`config.mk`:
```
export PLATFORM = sky130hd
export DESIGN_NAME = nrzi_frame_rx
export DESIGN_NICKNAME = d
export VERILOG_FILES = /design/src/rtl/nrzi_rx_pkg.sv /design/src/rtl/nrzi_dec.sv /design/src/rtl/bit_destuff.sv /design/src/rtl/crc_ser.sv /design/src/rtl/nrzi_frame_rx.sv
export SDC_FILE = /design/constraint.sdc
export NUM_CORES = 1
export LEC_CHECK = 0
export ABC_AREA = 1
export BUFFER_PORTS_ARGS = -buffer_cell sky130_fd_sc_hd__buf_2
export CAP_MARGIN = 20
export CORE_MARGIN = 1
export CORE_UTILIZATION = 40
export DETAILED_ROUTE_END_ITERATION = 6
export PLACE_DENSITY = 0.64
export SLEW_MARGIN = 20
export SYNTH_ARGS = -nofsm -noshare
export SYNTH_HDL_FRONTEND = slang
export SYNTH_SLANG_ARGS = --single-unit
```
`constraint.sdc`:
```
create_clock -name clk_i -period 1.45 [get_ports clk_i]
set_clock_uncertainty 0.2 [all_clocks]
set_input_delay 0.3625 -clock clk_i [delete_from_list [all_inputs] [get_ports clk_i]]
set_output_delay 0.3625 -clock clk_i [all_outputs]
set_load 0.02 [all_outputs]
```
`src/rtl/nrzi_rx_pkg.sv`:
```
package nrzi_rx_pkg;
  localparam int unsigned INFO_BITS = 184;
  localparam int unsigned RUN_LEN   = 5;
  localparam int unsigned MAX_STUFF = 4;
  localparam int unsigned CRC_W     = 16;
  localparam logic [15:0] CRC_POLY  = 16'h1021;
  localparam logic [15:0] CRC_INIT  = 16'hFFFF;
endpackage

```
`src/rtl/nrzi_dec.sv`:
```
module nrzi_dec (
  input  logic clk_i,
  input  logic rst_ni,
  input  logic clr_i,
  input  logic lvl_i,
  input  logic vld_i,
  output logic bit_o,
  output logic vld_o
);
  logic ref_q, first_q;

  always_ff @(posedge clk_i or negedge rst_ni) begin
    if (!rst_ni) begin
      ref_q   <= 1'b1;
      first_q <= 1'b1;
      bit_o   <= 1'b0;
      vld_o   <= 1'b0;
    end else if (clr_i) begin
      ref_q   <= 1'b1;
      first_q <= 1'b1;
      bit_o   <= 1'b0;
      vld_o   <= 1'b0;
    end else begin
      vld_o <= vld_i && !first_q;
      if (vld_i) begin
        bit_o   <= (lvl_i == ref_q);
        ref_q   <= lvl_i;
        first_q <= 1'b0;
      end
    end
  end
endmodule

```
`src/rtl/bit_destuff.sv`:
```
module bit_destuff #(
  parameter int unsigned NINFO = 184,
  parameter int unsigned RUN   = 5,
  parameter int unsigned SCW   = 6
) (
  input  logic           clk_i,
  input  logic           rst_ni,
  input  logic           clr_i,
  input  logic           bit_i,
  input  logic           vld_i,
  output logic           bit_o,
  output logic           vld_o,
  output logic           last_o,
  output logic [SCW-1:0] stuff_cnt_o,
  output logic           viol_o
);
  localparam int unsigned ICW = $clog2(NINFO + 1);
  localparam int unsigned RCW = $clog2(RUN + 1);

  logic [ICW-1:0] info_q;
  logic [RCW-1:0] run_q;
  logic           active, at_run;

  assign active = (info_q != ICW'(NINFO));
  assign at_run = (run_q == RCW'(RUN));

  always_ff @(posedge clk_i or negedge rst_ni) begin
    if (!rst_ni) begin
      info_q <= '0; run_q <= '0; stuff_cnt_o <= '0; viol_o <= 1'b0;
      bit_o <= 1'b0; vld_o <= 1'b0; last_o <= 1'b0;
    end else if (clr_i) begin
      info_q <= '0; run_q <= '0; stuff_cnt_o <= '0; viol_o <= 1'b0;
      bit_o <= 1'b0; vld_o <= 1'b0; last_o <= 1'b0;
    end else begin
      vld_o  <= 1'b0;
      last_o <= 1'b0;
      if (vld_i && active) begin
        if (at_run) begin
          // inserted bit: drop it, expect a zero
          run_q       <= '0;
          stuff_cnt_o <= stuff_cnt_o + 1'b1;
          if (bit_i) viol_o <= 1'b1;
        end else begin
          bit_o  <= bit_i;
          vld_o  <= 1'b1;
          run_q  <= bit_i ? run_q + 1'b1 : '0;
          info_q <= info_q + 1'b1;
          last_o <= (info_q == ICW'(NINFO - 1));
        end
      end
    end
  end
endmodule

```
`src/rtl/crc_ser.sv`:
```
module crc_ser #(
  parameter int unsigned   CW   = 16,
  parameter logic [CW-1:0] POLY = 16'h1021,
  parameter logic [CW-1:0] INIT = 16'hFFFF
) (
  input  logic          clk_i,
  input  logic          rst_ni,
  input  logic          clr_i,
  input  logic          bit_i,
  input  logic          vld_i,
  output logic [CW-1:0] crc_nxt_o
);
  logic [CW-1:0] crc_q;
  logic          fb;

  assign fb        = crc_q[CW-1] ^ bit_i;
  assign crc_nxt_o = {crc_q[CW-2:0], 1'b0} ^ (fb ? POLY : '0);

  always_ff @(posedge clk_i or negedge rst_ni) begin
    if (!rst_ni)     crc_q <= INIT;
    else if (clr_i)  crc_q <= INIT;
    else if (vld_i)  crc_q <= crc_nxt_o;
  end
endmodule

```
`src/rtl/nrzi_frame_rx.sv`:
```
module nrzi_frame_rx
  import nrzi_rx_pkg::*;
#(
  parameter int unsigned   NINFO = INFO_BITS,
  parameter int unsigned   RUN   = RUN_LEN,
  parameter int unsigned   MAXS  = MAX_STUFF,
  parameter int unsigned   CW    = CRC_W,
  parameter logic [CW-1:0] POLY  = CRC_POLY,
  parameter logic [CW-1:0] INIT  = CRC_INIT,
  parameter int unsigned   SCW   = $clog2(NINFO / RUN + 1)
) (
  input  logic           clk_i,
  input  logic           rst_ni,
  input  logic           start_i,
  input  logic           lvl_i,
  input  logic           lvl_vld_i,
  output logic           bit_o,
  output logic           bit_vld_o,
  output logic [SCW-1:0] stuff_cnt_o,
  output logic           viol_o,
  output logic           done_o,
  output logic           pass_o
);
  logic          dec_bit, dec_vld, ds_last;
  logic [CW-1:0] crc_nxt;

  nrzi_dec u_dec (
    .clk_i, .rst_ni, .clr_i(start_i),
    .lvl_i, .vld_i(lvl_vld_i),
    .bit_o(dec_bit), .vld_o(dec_vld)
  );

  bit_destuff #(.NINFO(NINFO), .RUN(RUN), .SCW(SCW)) u_ds (
    .clk_i, .rst_ni, .clr_i(start_i),
    .bit_i(dec_bit), .vld_i(dec_vld),
    .bit_o, .vld_o(bit_vld_o), .last_o(ds_last),
    .stuff_cnt_o, .viol_o
  );

  crc_ser #(.CW(CW), .POLY(POLY), .INIT(INIT)) u_crc (
    .clk_i, .rst_ni, .clr_i(start_i),
    .bit_i(bit_o), .vld_i(bit_vld_o),
    .crc_nxt_o(crc_nxt)
  );

  always_ff @(posedge clk_i or negedge rst_ni) begin
    if (!rst_ni) begin
      done_o <= 1'b0;
      pass_o <= 1'b0;
    end else if (start_i) begin
      done_o <= 1'b0;
      pass_o <= 1'b0;
    end else begin
      done_o <= ds_last;
      if (ds_last)
        pass_o <= (crc_nxt == '0) && (stuff_cnt_o <= SCW'(MAXS)) && !viol_o;
    end
  end
endmodule

```
* Yosys cells after proc, flatten, opt, wreduce, memory -nomap -nowiden
Cells that the tools add are included.
** Word-level totals
- Register bits after elaboration :: 43
- Bits in latches :: 0
- Memory bits (writable) :: 0
- Bits in read-only memories :: 0
- Bits of input ports :: 5
- Output and inout port bits :: 11
- Word-level logic and storage cells :: 77
- Memories :: 0
** Cells by class
- Add/subtract/negate cells :: 3
- Multipliers :: 0
- Divide/modulo/power cells :: 0
- Order comparisons :: 1
- Equal/unequal tests :: 5
- Shifts and indexed selects :: 0
- Muxes and demuxes :: 36
- Bitwise operators :: 2
- Reductions and logical operators :: 16
** Operators by type and width (count)
- two-way mux 16 bit :: 2
- two-way mux 8 bit :: 3
- two-way mux 1 bit :: 23
- two-way mux 6 bit :: 3
- logical NOT 16 bit :: 1
- bitwise XOR 16 bit :: 1
- two-way mux 13 bit :: 1
- two-way mux 3 bit :: 4
- nonzero test 2 bit :: 6
- adder 8 x 1 -> 8 bit (second input constant) :: 1
- equality test 8 bit (second input constant) :: 1
- inequality test 8 bit (second input constant) :: 1
- adder 6 x 1 -> 6 bit (second input constant) :: 1
- <= comparator 6 x 3 -> 1 bit (second input constant) :: 1
- logical AND 1 bit :: 4
- AND reduction 2 bit :: 2
- adder 3 x 1 -> 3 bit (second input constant) :: 1
- equality test 3 bit (second input constant) :: 1
- AND reduction 3 bit :: 1
- logical NOT 1 bit :: 2
- inequality test 2 bit (second input constant) :: 1
- equality test 1 bit :: 1
- bitwise XOR 1 bit :: 1

* Longest topological paths before layout
- Word-level depth :: 8
- Mapped depth :: 10
- Gate-level depth less buffers :: 10

* Modules after synthesis
Synthesis repeated with hierarchy kept, for this count alone.
** Second synthesis, totals
- Cell total of the unflattened synthesis :: 294
- Area, all modules :: 2374.8 µm²
** Modules (own cells, without submodules)
- bit_destuff :: times used 1, cells an instance 164, area an instance 1187.4 µm², sequential area each 525.5 µm²
- crc_ser :: times used 1, cells an instance 84, area an instance 865.8 µm², sequential area each 420.4 µm²
- nrzi_frame_rx :: times used 1, cells an instance 29, area an instance 161.4 µm², sequential area each 50.0 µm²
- nrzi_dec :: times used 1, cells an instance 17, area an instance 160.2 µm², sequential area each 102.6 µm²

* Worst setup path after synthesis
Ideal clock, no wire load.
- Path kind :: register to register
- Start :: register u_ds.info_q[0]
- End :: register u_ds.viol_o
- Setup time :: 0.137 ns
- Data arrival time :: 1.155 ns
- Data required time :: 1.113 ns
- Setup slack :: -0.042 ns
- Cell stages (with the launch flop) :: 10
- Buffers on the path :: 0
- Clock period less this slack :: 1.492 ns
- Cell sequence :: dfrtp_1 inv_1 ha_1 nand2_1 nor2_1 nand2_2 nand2_4 nand2_8 nand3_1 o21ai_0
** On the way
- Longest elaborated chain between the ends :: 4
** RTL lines
- from (decl) :: RTL line bit_destuff.sv:20 : logic [ICW-1:0] info_q;
- from (signal assigned) :: RTL line bit_destuff.sv:47 : info_q <= info_q + 1'b1;
- inequality test 8 bit :: RTL line bit_destuff.sv:24 : assign active = (info_q != ICW'(NINFO));
- logical AND 1 bit :: RTL line bit_destuff.sv:37 : if (vld_i && active) begin
- nonzero test 2 bit (no line)
- AND reduction 3 bit (no line)
- to (signal assigned) :: RTL line bit_destuff.sv:29 : info_q <= '0; run_q <= '0; stuff_cnt_o <= '0; viol_o <= 1'b0;
- to (signal assigned) :: RTL line bit_destuff.sv:32 : info_q <= '0; run_q <= '0; stuff_cnt_o <= '0; viol_o <= 1'b0;
- to (signal assigned) :: RTL line bit_destuff.sv:42 : if (bit_i) viol_o <= 1'b1;
- to (decl) :: RTL line bit_destuff.sv:15 : output logic viol_o
Every way passes these cells.
A chain may end at the register's enable or synchronous reset.

* Worst setup path after layout
- Start :: register u_ds.stuff_cnt_o[0]
- End :: output port stuff_cnt_o[0]
** RTL lines
- from (decl) :: RTL line bit_destuff.sv:14 : output logic [SCW-1:0] stuff_cnt_o,
- from (signal assigned) :: RTL line bit_destuff.sv:41 : stuff_cnt_o <= stuff_cnt_o + 1'b1;
- to (decl) :: RTL line nrzi_frame_rx.sv:19 : output logic [SCW-1:0] stuff_cnt_o,
No word-level cell between the ends.

==> run metrics <==
routed vias/inst=4.79; Slew Limit Headroom=82.4%; antenna diode count=0; final setup margin=-0.0454 ns; area of the multi-input gates=1110 µm²; Mean Syn Cell Area=8.56 µm²; CTS tree=built; Port Buffers=15; Initial Utilization=42.5%; drt pass-1 iters=4; max-slew violation count=0; Seq/Total Area, Yosys=49.7%; Final GP Congestion=0.830; Boundary Pins=16; Max Cap Viol=0; minimum clock period=1.50 ns; part of the power in the clock network=31.0%; hold violation count in the final report=0; RSZ-0062 raised after global routing=true; Final nets=327; Slew @ Worst Pin=0.262 ns; DRC viols=0; Syn Nets=269; Cell variety after synth=30; post-route ant nets=0; failing checks=setup timing; Tot GR Track Use=17.7%; fin crit share=103%; Clock Tree Root=clkbuf_8; worst skew pair latency=0.29 ns; register area=1100 µm²; H-Tree Level Count=2; switching share of total power=27.5%; Hold Path Class=in2reg; Die Area=5830 µm²; Core ar.=5200 µm²; Die Span Y=76.3 µm; antenna violations before repair=0; CP Launch Type=flop; required time worst endpoint=0.89 ns; commonest cells after routing, fill and taps aside=47 x nand2_1, 35 x buf_4, 26 x inv_1; layout cells sized above 1=40.1%; P&R area growth vs syn=35.3%; Final Hold Slack=0.113 ns; commonest non-fill, non-tap cell in the layout=nand2_1; Routed WL per cell=12.1 µm; Post-synth top flop=dfrtp_1; combinational share of power=16.8%; routed vias=1853; Yosys Warn Count=0; fin cells=387; initial DRC count=111; VDD IR max=0.519 mV; Post-synth ARST share=100%; vias in the first global route=1847; power per cell area=814 nW/µm²; P_leak=1.48 nW; CP endpoint kind=primary output; Post-Place Cells=364; clk slew on worst S/H paths=0.08 ns; status=finished with violations; largest net degree at the start of global routing=44; FP Rows=26; setup violators final=19; Max FO, Critical Path=2; Crit Path Category=reg2out; CTS sink count=43; Overflow after GRT=0; Switching Power=0.670 mW; Max Freq=0.669 GHz; first-pass GRT wire length=8.36 mm; final wirelength=4.70 mm; CTS Buf Count=5; Fillers=488; Mapped Cells=258; EDFF count, synth=0; Arr. time, crit path=0.93 ns; Seq cells post-synth=43; Die Wd=76.3 µm; HPWL Detailed=3.26 mm; sequential share of power=52.2%; clk buf depth=2; Synth Cell Area=2210 µm²; internal power=1.76 mW
==> sequential cells by signal, summed over array words and instances (netlist names), 3 cells and up <==
register,cells
u_ds.run_q,3
u_crc.crc_q,16
u_ds.stuff_cnt_o,6
u_ds.info_q,8
==> power groups by stage <==
| stage | clock [mW] | combinational, mW | sequential (mW) |
|---|---|---|---|
| global route | 0.838 | 0.446 | 1.28 |
| finish | 0.755 | 0.408 | 1.27 |
| CTS | 0.793 | 0.343 | 1.27 |
| detailed placement | 0 | 0.273 | 1.30 |
| floorplan | 0 | 0.141 | 1.32 |
| global placement | 0 | 0.271 | 1.30 |
==> metrics by stage <==
step / cell area [µm²] / total power, mW / util [%] / setup TNS [ns] / worst slack (ns)
4_1_cts: 2830 / 2.41 / 54.3 / -1.22 / -0.0941
6_report: 2990 / 2.43 / 57.5 / -0.432 / -0.0454
3_5_place_dp: 2570 / 1.58 / 49.4 / -1.32 / -0.130
3_3_place_gp: 2570 / 1.57 / 49.4 / -0.473 / -0.0671
5_1_grt: 2990 / 2.56 / 57.5 / -2.46 / -0.130
2_1_floorplan: 2210 / 1.46 / - / -0.0749 / -0.0316
==> synthesized netlist by cell type, types with 4 or more instances <==
cell type,n,area [µm²]
nand2_1,56,210
nor3_1,7,35.0
o21ai_0,4,20.0
o21ai_1,5,25.0
nand4_1,4,25.0
a22oi_1,9,67.6
ha_1,6,75.1
inv_1,33,124
nor2_1,26,97.6
dfrtp_1,25,626
nand3_1,27,135
buf_2,5,25.0
xor2_1,8,70.1
dfstp_2,18,473
a21oi_1,5,25.0
==> worst max-delay path: stages (launching register included) <==
cell and delay (ns):
dfrtp_1 0.41, buf_6 0.13, buf_6 0.12
==> per-layer routing <==
| layer | GRT usage (%) | vias up | routed length [µm] |
|---|---|---|---|
| met5 | 0 | - | 0 |
| met2 | 28.5 | 26 | 2210 |
| met4 | 3.46 | 0 | 27 |
| met3 | 2.99 | 4 | 117 |
| li1 | - | 940 | - |
| met1 | 25.1 | 883 | 2340 |
==> logic make-up after synthesis <==
family                   Yosys count  share of synthesized area [%]
adder cells (fa/ha/maj)            6                           3.40
XOR/XNOR                          10                           3.96
AO/OA/AOI/OAI                     26                           7.19
buffers and inverters             42                           7.87
flip-flops                        43                           49.7
AND/OR/NAND/NOR                  131                           27.9
==> timing repair <==
item                                   in CTS  in global routing
hold buffers                                1                  0
endpoints found under the hold margin      25                  0
buffers inserted                           10                  4
pin swaps                                  11                 18
cloned                                      0                  1
setup endpoints to repair                  29                 33
resized for setup                          24                 35
==> final cells by class <==
cell class                      instances  share of cell area [%]
Multi-Input combinational cell        174                    37.1
Sequential cell                        43                    36.9
Timing Repair Buffer                   58                    15.7
Inverter                               34                    4.52
Tap cell                               70                    2.93
Clock buffer                            5                    2.30
Clock inverter                          3                   0.586
==> path summary, 6_finish.rpt <==
check,startpoint,end,slack [ns],depth (start not counted)
max in group asynchronous,rst_ni,u_dec.first_q$_DFFE_PN1P_,0.41,3
setup reg to reg,u_ds.info_q[1]$_DFFE_PN0P_,u_ds.bit_o$_DFFE_PN0P_,-0.04,9
hold reg to reg,u_dec.first_q$_DFFE_PN1P_,u_dec.first_q$_DFFE_PN1P_,0.27,2
hold / removal,lvl_i,u_dec.ref_q$_DFFE_PN1P_,0.11,3
setup / recovery,u_ds.stuff_cnt_o[0]$_DFFE_PN0P_,stuff_cnt_o[0],-0.05,2
min in group asynchronous,rst_ni,u_ds.stuff_cnt_o[3]$_DFFE_PN0P_,0.37,3
Note: power is estimated with default switching activity, not from simulation.
